[src/rtl/rfr_pkg.sv]
package rfr_pkg;
    typedef enum logic [1:0] {
        ST_ERASED = 2'b11,
        ST_P1     = 2'b10,
        ST_P2     = 2'b00,
        ST_P3     = 2'b01
    } cell_state_e;
endpackage

[src/rtl/rfr_window.sv]
module rfr_window
    import rfr_pkg::*;
#(
    parameter int VTH_W = 8
) (
    input  logic [VTH_W-1:0] vth,
    input  logic [VTH_W-1:0] ref_er_p1,
    input  logic [VTH_W-1:0] ref_p1_p2,
    input  logic [VTH_W-1:0] ref_opt,
    input  logic [VTH_W-1:0] sigma,
    output cell_state_e      hard_state,
    output logic             risky
);
    localparam int EXT_W = VTH_W + 1;

    logic [EXT_W-1:0] lo_bound;
    logic [EXT_W-1:0] hi_bound;

    always_comb begin
        // low bound clamps at zero, high bound uses one extra bit
        lo_bound = (ref_opt > sigma) ? {1'b0, ref_opt - sigma} : '0;
        hi_bound = {1'b0, ref_opt} + {1'b0, sigma};
        risky    = ({1'b0, vth} >= lo_bound) && ({1'b0, vth} <= hi_bound);

        if (vth < ref_er_p1) begin
            hard_state = ST_ERASED;
        end else if (vth < ref_p1_p2) begin
            hard_state = ST_P1;
        end else if (vth < ref_opt) begin
            hard_state = ST_P2;
        end else begin
            hard_state = ST_P3;
        end
    end
endmodule

[src/rtl/rfr_leak.sv]
module rfr_leak #(
    parameter int VTH_W = 8
) (
    input  logic [VTH_W-1:0] vth_now,
    input  logic [VTH_W-1:0] vth_early,
    input  logic [VTH_W-1:0] leak_thr,
    output logic             fast
);
    logic [VTH_W-1:0] drop;

    always_comb begin
        drop = (vth_early > vth_now) ? (vth_early - vth_now) : '0;
        fast = drop > leak_thr;
    end
endmodule

[src/rtl/rfr_assign.sv]
module rfr_assign
    import rfr_pkg::*;
(
    input  cell_state_e hard_state,
    input  logic        risky,
    input  logic        fast,
    output cell_state_e final_state,
    output logic        changed
);
    always_comb begin
        if (risky) begin
            final_state = fast ? ST_P3 : ST_P2;
        end else begin
            final_state = hard_state;
        end
        changed = risky && (final_state != hard_state);
    end
endmodule

[src/rtl/rfr_classifier.sv]
module rfr_classifier
    import rfr_pkg::*;
#(
    parameter int VTH_W = 8,
    parameter int CNT_W = 16
) (
    input  logic             clk,
    input  logic             rst_n,
    input  logic [VTH_W-1:0] cfg_ref_er_p1,
    input  logic [VTH_W-1:0] cfg_ref_p1_p2,
    input  logic [VTH_W-1:0] cfg_ref_opt,
    input  logic [VTH_W-1:0] cfg_sigma,
    input  logic [VTH_W-1:0] cfg_leak_thr,
    input  logic             s_valid,
    output logic             s_ready,
    input  logic [VTH_W-1:0] s_vth_now,
    input  logic [VTH_W-1:0] s_vth_early,
    input  logic             s_last,
    output logic             m_valid,
    input  logic             m_ready,
    output logic [1:0]       m_state,
    output logic             m_risky,
    output logic             m_last,
    output logic [CNT_W-1:0] m_page_risky,
    output logic [CNT_W-1:0] m_page_fixed
);
    localparam logic [CNT_W-1:0] CNT_MAX = {CNT_W{1'b1}};

    typedef struct packed {
        logic             valid;
        cell_state_e      state;
        logic             risky;
        logic             last;
        logic [CNT_W-1:0] cnt_risky;
        logic [CNT_W-1:0] cnt_fixed;
        logic [CNT_W-1:0] pg_risky;
        logic [CNT_W-1:0] pg_fixed;
    } regs_t;

    regs_t       r_d, r_q;
    cell_state_e hard_state;
    cell_state_e final_state;
    logic        risky;
    logic        fast;
    logic        changed;
    logic        accept;
    logic [CNT_W-1:0] risky_sum;
    logic [CNT_W-1:0] fixed_sum;

    // step 1: doubtful window and hard decision
    rfr_window #(.VTH_W(VTH_W)) u_window (
        .vth        (s_vth_now),
        .ref_er_p1  (cfg_ref_er_p1),
        .ref_p1_p2  (cfg_ref_p1_p2),
        .ref_opt    (cfg_ref_opt),
        .sigma      (cfg_sigma),
        .hard_state (hard_state),
        .risky      (risky)
    );

    // step 2: leak speed
    rfr_leak #(.VTH_W(VTH_W)) u_leak (
        .vth_now   (s_vth_now),
        .vth_early (s_vth_early),
        .leak_thr  (cfg_leak_thr),
        .fast      (fast)
    );

    // step 3: state guess
    rfr_assign u_assign (
        .hard_state  (hard_state),
        .risky       (risky),
        .fast        (fast),
        .final_state (final_state),
        .changed     (changed)
    );

    assign s_ready = !r_q.valid || m_ready;
    assign accept  = s_valid && s_ready;

    always_comb begin
        r_d = r_q;
        risky_sum = (risky && r_q.cnt_risky != CNT_MAX) ? r_q.cnt_risky + 1'b1 : r_q.cnt_risky;
        fixed_sum = (changed && r_q.cnt_fixed != CNT_MAX) ? r_q.cnt_fixed + 1'b1 : r_q.cnt_fixed;
        if (r_q.valid && m_ready) begin
            r_d.valid = 1'b0;
        end
        if (accept) begin
            r_d.valid = 1'b1;
            r_d.state = final_state;
            r_d.risky = risky;
            r_d.last  = s_last;
            if (s_last) begin
                r_d.pg_risky  = risky_sum;
                r_d.pg_fixed  = fixed_sum;
                r_d.cnt_risky = '0;
                r_d.cnt_fixed = '0;
            end else begin
                r_d.cnt_risky = risky_sum;
                r_d.cnt_fixed = fixed_sum;
            end
        end
    end

    always_ff @(posedge clk or negedge rst_n) begin
        if (!rst_n) begin
            r_q <= '{valid: 1'b0, state: ST_ERASED, risky: 1'b0, last: 1'b0,
                     cnt_risky: '0, cnt_fixed: '0, pg_risky: '0, pg_fixed: '0};
        end else begin
            r_q <= r_d;
        end
    end

    assign m_valid      = r_q.valid;
    assign m_state      = r_q.state;
    assign m_risky      = r_q.risky;
    assign m_last       = r_q.last;
    assign m_page_risky = (r_q.valid && r_q.last) ? r_q.pg_risky : '0;
    assign m_page_fixed = (r_q.valid && r_q.last) ? r_q.pg_fixed : '0;

    a_r6_hold_output: assert property (@(posedge clk) disable iff (!rst_n)
        (m_valid && !m_ready) |=> (m_valid && $stable(m_state) && $stable(m_risky) && $stable(m_last)));

    a_r9_one_cycle: assert property (@(posedge clk) disable iff (!rst_n)
        (s_valid && s_ready) |=> m_valid);

    a_r4_r5_risky_upper_pair: assert property (@(posedge clk) disable iff (!rst_n)
        (m_valid && m_risky) |-> (m_state == 2'b00 || m_state == 2'b01));

    a_r7_fixed_within_risky: assert property (@(posedge clk) disable iff (!rst_n)
        (m_valid && m_last) |-> (m_page_fixed <= m_page_risky));
endmodule

[config.mk]
export PLATFORM = sky130hd
export DESIGN_NAME = rfr_classifier
export DESIGN_NICKNAME = d
export VERILOG_FILES = /design/src/rtl/rfr_pkg.sv /design/src/rtl/rfr_window.sv /design/src/rtl/rfr_leak.sv /design/src/rtl/rfr_assign.sv /design/src/rtl/rfr_classifier.sv
export SDC_FILE = /design/constraint.sdc
export NUM_CORES = 1
export LEC_CHECK = 0
export BUFFER_PORTS_ARGS = -buffer_cell sky130_fd_sc_hd__buf_2
export CAP_MARGIN = 20
export CORE_UTILIZATION = 40
export DETAILED_ROUTE_END_ITERATION = 7
export GPL_TIMING_DRIVEN = 0
export PLACE_DENSITY = 0.71
export SYNTH_ARGS = -nofsm -noshare
export SYNTH_HDL_FRONTEND = slang
export SYNTH_HIERARCHICAL = 1
export SYNTH_SLANG_ARGS = --single-unit
[constraint.sdc]
create_clock -name clk -period 1.89 [get_ports clk]
set_input_delay 0.0945 -clock clk [delete_from_list [all_inputs] [get_ports clk]]
set_output_delay 0.0945 -clock clk [all_outputs]
set_load 0.05 [all_outputs]
# Word level (Yosys, flattened, before mapping)
# Cells that the tools add are included.
# op_classes
muxes	15
reduce_logical	11
magnitude_cmp	8
add_sub_neg	5
eq_ne	3
# op_table
cell	n
two-way mux 69 bit	1
two-way mux 16 bit	4
two-way mux 32 bit	2
adder 16 x 1 -> 16 bit (second input constant)	2
inequality test 16 bit (second input constant)	2
greater-than comparator 8 bit	3
less-than comparator 8 bit	3
two-way mux 8 bit	2
subtractor 8 bit	2
adder 8 x 8 -> 9 bit	1
greater-or-equal comparator 8 x 9 -> 1 bit	1
less-or-equal comparator 8 x 9 -> 1 bit	1
logical AND 1 bit	7
two-way mux 2 bit	3
two-way mux 1 bit	3
inequality test 2 bit	1
AND reduction 2 bit	1
nonzero test 2 bit	1
logical NOT 1 bit	1
logical OR 1 bit	1
# word_totals
regBits	69
output_inout_bits	38
word_cells	50
input_bits	61

# Logic depth before layout (Yosys ltp)
# depth
ltp_word	11
ltp_mapped	20
depth_no_buf	20

# By module
# The synthesis kept the hierarchy.
# by_module_without_submodules
module	n_inst	cells_per_inst	area_per_inst_um2	seq_area_each_um2
rfr_classifier	1	454	4139.0	1729.2
rfr_window	1	221	1620.3	0.0
rfr_leak	1	87	611.8	0.0
rfr_assign	1	4	37.5	0.0

# Worst setup path after synthesis
# No wires, ideal clock.
# synth_path
path_kind	input-to-reg
startpoint	input cfg_ref_opt[0]
endpoint	register r_q[42] (netlist name)
setup_time_ns	0.090
t_required_ns	1.800
slack_ns	-2.225
arrival_ns	4.024
path_stages	20
n_path_buf	0
path_cell_list	inv_1 -> ha_1 -> fa_1 -> nand2b_1 -> a21oi_1 -> o211ai_1 -> a31oi_1 -> nand3_1 -> ha_1 -> nand2_1 -> o21ai_0 -> nand4_1 -> a21oi_1 -> o22a_1 -> o21a_1 -> and4_4 -> nand2_2 -> or3_4 -> or3_1 -> o221ai_1
# synth_via
elab_chain_cells	10
elab_cells_between_ends	17
cone_classes	add/sub: 2; order compare: 4; eq/ne: 1; mux: 7; reduce/logical: 3
# synth_lines
element	line_no	text
start, declared	rfr_classifier.sv:11	input logic [VTH_W-1:0] cfg_ref_opt,
subtractor 8 bit / greater-than comparator 8 bit (equally long branches)	rfr_window.sv:21	lo_bound = (ref_opt > sigma) ? {1'b0, ref_opt - sigma} : '0;
two-way mux 8 bit	rfr_window.sv:21	
greater-or-equal comparator 8 x 9 -> 1 bit	rfr_window.sv:23	risky = ({1'b0, vth} >= lo_bound) && ({1'b0, vth} <= hi_bound);
logical AND 1 bit *	rfr_window.sv:23	
via risky	rfr_classifier.sv:43	logic risky;
two-way mux 2 bit	rfr_assign.sv:11	if (risky) begin
inequality test 2 bit	rfr_assign.sv:16	changed = risky && (final_state != hard_state);
logical AND 1 bit *	rfr_assign.sv:16	
via changed	rfr_classifier.sv:45	logic changed;
logical AND 1 bit *	rfr_classifier.sv:84	fixed_sum = (changed && r_q.cnt_fixed != CNT_MAX) ? r_q.cnt_fixed + 1'b1 : r_q.cnt_fixed;
two-way mux 16 bit *	rfr_classifier.sv:84	
two-way mux 32 bit *	rfr_classifier.sv:93	if (s_last) begin
end signal, assigned	rfr_classifier.sv:107	r_q <= '{valid: 1'b0, state: ST_ERASED, risky: 1'b0, last: 1'b0,
end signal, assigned	rfr_classifier.sv:110	r_q <= r_d;
end, declared	rfr_classifier.sv:40	regs_t r_d, r_q;
# The timed path passes the listed nets; every way through them passes the cells marked *.
# A chain may end at the register's enable or synchronous reset.

# Worst setup path after layout
# layout_path
startpoint	input s_vth_early[0]
endpoint	register r_q[42] (netlist name)
# layout_via
elab_chain_cells	10
elab_cells_between_ends	11
cone_classes	add/sub: 1; order compare: 2; eq/ne: 1; mux: 5; reduce/logical: 2
# layout_lines
element	line_no	text
start, declared	rfr_classifier.sv:17	input logic [VTH_W-1:0] s_vth_early,
subtractor 8 bit / greater-than comparator 8 bit (equally long branches)	rfr_leak.sv:12	drop = (vth_early > vth_now) ? (vth_early - vth_now) : '0;
two-way mux 8 bit *	rfr_leak.sv:12	
greater-than comparator 8 bit *	rfr_leak.sv:13	fast = drop > leak_thr;
via fast	rfr_classifier.sv:44	logic fast;
two-way mux 1 bit *	rfr_assign.sv:12	final_state = fast ? ST_P3 : ST_P2;
two-way mux 2 bit *	rfr_assign.sv:11	
inequality test 2 bit *	rfr_assign.sv:16	
logical AND 1 bit *	rfr_assign.sv:16	
via changed	rfr_classifier.sv:45	
logical AND 1 bit *	rfr_classifier.sv:84	
two-way mux 16 bit *	rfr_classifier.sv:84	
two-way mux 32 bit *	rfr_classifier.sv:93	
# Marks and branches as above.

==> qor.txt <==
status = finished, violations left
failing checks = negative setup slack
XOR/XNOR share of the synthesized area = 3.69%
Num CTS Buffers = 9
Tmin final = 3630 ps
most frequent cells in the layout = buf_2 (99), nand2_1 (74), dfrtp_1 (66), ha_1 (54), inv_1 (51)
I/O pins = 99
RR Startpoint = r_q[33]
Ys Warns = 6
WHS = 87.2 ps
CP required = 2150 ps
ys async rst share = 100%
post-place setup slack = -2470 ps
Max rail drop VDD = 0.000421 V
Overflow after GRT = 0
vias post-DR = 6189
Seq cells post-synth = 69
critical path startpoint category = primary input
FMAX = 0.275 GHz
fin crit share = 192%
Crit path largest cell delay = 370 ps
final net count = 1048
share of layout cells above drive strength 1 = 37.1%
Mean Syn Cell Area = 8.37 sq um
H-tree depth = 3
Die ar. = 16500 sq um
post-synthesis cell count = 766
first-pass GRT wire length = 28.6 mm
# rows = 45
Critical-path top delay cell = or3_4
Die X-Extent = 129 microns
Synth Area in Adders = 14.8%
Pleak = 4.10 nW
Max-Cap Viols = 0
Setup CP Type = primary input to flop
actual slew at the worst max-slew pin = 871 ps
largest family of logic cells by synthesized area = simple AND/OR/NAND/NOR gates
Max clock buf depth = 2
Setup crit end kind = flop
reg2reg end = r_q[9]
EDFF count, synth = 0
Hold Violations, Final = 0
Core Area = 15400 sq um
Final GP Congestion = 0.876
Antenna Cells = 0
Worst Setup SP = s_vth_early[0]
Post-DP HPWL = 12.2 mm
# clock sinks = 69
Worst Skew = 7.48 ps
Slew Limit Headroom = 41.9%
later-pin clock latency in the skew report = 340 ps
pin count of the biggest net entering global routing = 70
Hold Crit Class = primary input to flop
worst reg-to-reg setup slack = -850 ps
# setup viols final = 67
Max FO, Critical Path = 7
Main synth FF type = dfrtp_1
syn nets = 901
port buffer count = 98
WL final = 17.8 mm
DR pass1 iterations = 4
most common cell after layout, fill and taps aside = buf_2
vias per cell = 5.48
post-synthesis sequential area ratio = 27.0%
Die Y = 129 microns
vias in the first global route = 5898
cells along the critical path = buf_6 -> inv_4 -> ha_4 -> fa_2 -> nor2b_4 -> o21ai_2 -> a21oi_2 -> o22ai_4 -> nor3_2 -> ha_1 -> a21oi_2 -> o22ai_2 -> o21ai_2 -> a32oi_2 -> xor2_1 -> o21a_4 -> and4_4 -> nand2_4 -> or3_4 -> or3_4 -> o221ai_2
mux cell area share after synthesis = 2.60%
clock slew at reported path FFs = 50 ps
CP arrival = 3890 ps
Slew Limit Fails = 0
CTS root buf = clkbuf_16
setup ws final = -1740 ps
Final ANT Viol Nets = 0
initial drt markers = 294
complex-gate fraction of the synthesized area = 18.2%
initial antenna violation count = 0
crit path to = r_q[42]
TNS Setup = -100800 ps
CTS tree = done
Avg WL per Cell = 15.8 microns
Total GRT Usage = 21.5%
Cell Area, Synth = 6410 sq um
cells on worst reg2reg path = 6
Area Growth Syn to Fin = 37.5%
RSZ-0062 raised after global routing = true
Power Dens Cells = 702 nW/um^2
# DRC = 0
post-synthesis cell type count = 79
Initial Util = 41.5%
Simple-Gate Fraction of Synth Area = 25.7%
worst max-delay path, delay by kind of cell:
family                   cells  cell delay [ps]
AND/OR/NAND/NOR              6             1430
AO/OA/AOI/OAI                9             1220
adder cells (fa/ha/maj)      3              800
XOR/XNOR                     1              220
buffers and inverters        2              110
sequential cells by signal (all words and copies together) (netlist names):
register	flops
m_last	1
m_valid	1
r_q	64
m_state	2
m_risky	1
final cells by class:
class	count	area [sq um]
buffer	47	292
fill	1345	6620
timing repair buffer	138	920
tap	211	264
sequential	69	1730
multi-input combinational	589	5050
clock buffer	12	236
clock inverter	4	72.6
inverter	59	244
synthesized netlist by cell type (3+ instances only):
cell / instances / area share, %
or2_1: 3 / 0.29
buf_4: 7 / 0.82
nor2_1: 42 / 2.5
clkbuf_8: 4 / 0.86
nor2b_1: 11 / 1.1
mux2i_1: 14 / 2.2
nand3_1: 10 / 0.78
a221o_1: 8 / 1.2
nor4_4: 3 / 1.0
buf_1: 3 / 0.18
o21a_1: 10 / 1.2
dfrtp_1: 67 / 26
xnor2_1: 15 / 2.1
nand2b_1: 13 / 1.3
o21ai_0: 46 / 3.6
fa_1: 3 / 0.94
nor4_1: 4 / 0.39
clkbuf_1: 17 / 1.0
nand3_4: 3 / 0.82
o211ai_1: 5 / 0.59
nor3_1: 25 / 2.0
o21ai_1: 14 / 1.1
o31ai_1: 4 / 0.47
a31oi_1: 8 / 0.78
xor2_1: 12 / 1.6
inv_1: 59 / 3.5
and3_1: 42 / 4.1
nor3b_1: 3 / 0.35
nand2_1: 79 / 4.6
a211oi_1: 6 / 0.70
a21oi_1: 44 / 3.4
a21o_1: 10 / 1.2
buf_6: 3 / 0.53
ha_1: 71 / 14
buf_2: 14 / 1.1
nand4_1: 23 / 2.2
o22ai_1: 4 / 0.39
what timing repair did:
item / 4_1_cts / 5_1_grt
endpoints found under the hold margin: 68 / 0
gates resized for setup: 118 / 69
endpoints found under the setup margin: 67 / 68
hold buffers: 2 / 0
setup buffers: 25 / 17
pin swaps: 65 / 69
cell families (layout without fill, tap and decap cells):
family / after synthesis / in the layout
xor gates and xnor gates: 27 / 27
buffers and inverters: 108 / 260
DFF: 69 / 69
AOI/OAI and AO/OA: 182 / 182
adders and majority gates: 74 / 74
and+or+nand+nor: 290 / 290
muxes: 16 / 16
metrics by stage:
| step | power (mW) | utilization (%) | cells | cell area [sq um] |
|---|---|---|---|---|
| finish | 6.18 | 57.1 | 1129 | 8810 |
| global placement | 3.83 | 47.8 | 1075 | 7370 |
| CTS | 5.96 | 54.3 | 1116 | 8380 |
| detailed placement | 3.86 | 47.8 | 1075 | 7370 |
| floorplan | 3.33 | - | 766 | 6610 |
| global route | 6.54 | 57.1 | 1129 | 8810 |
layer usage:
metal,global-route usage (%),vias up,routed length [microns]
met2,36.9,167,8680
li1,-,3035,-
met1,27.7,2959,8000
met5,0,-,0
met4,7.68,0,384
met3,2.83,28,721
how the worst min path moves through the flow:
| stage | end | cells past startpoint | from | slack (ps) |
|---|---|---|---|---|
| 2_1_floorplan | m_last | 0 | rst_n | -200 |
| 3_3_place_gp | m_valid | 2 | s_valid | 340 |
| 3_5_place_dp | r_q[3] | 1 | rst_n | 270 |
| 4_1_cts | m_valid | 3 | m_ready | 80 |
| 5_1_grt | m_valid | 3 | m_ready | 80 |
| 6_report | m_valid | 3 | m_ready | 90 |
power by group:
part / internal, mW / switching [mW] / total, mW
clock: 1.15 / 0.626 / 1.78
combinational: 1.12 / 1.44 / 2.56
sequential: 1.68 / 0.163 / 1.85
Power figures use the tool's default switching activity.
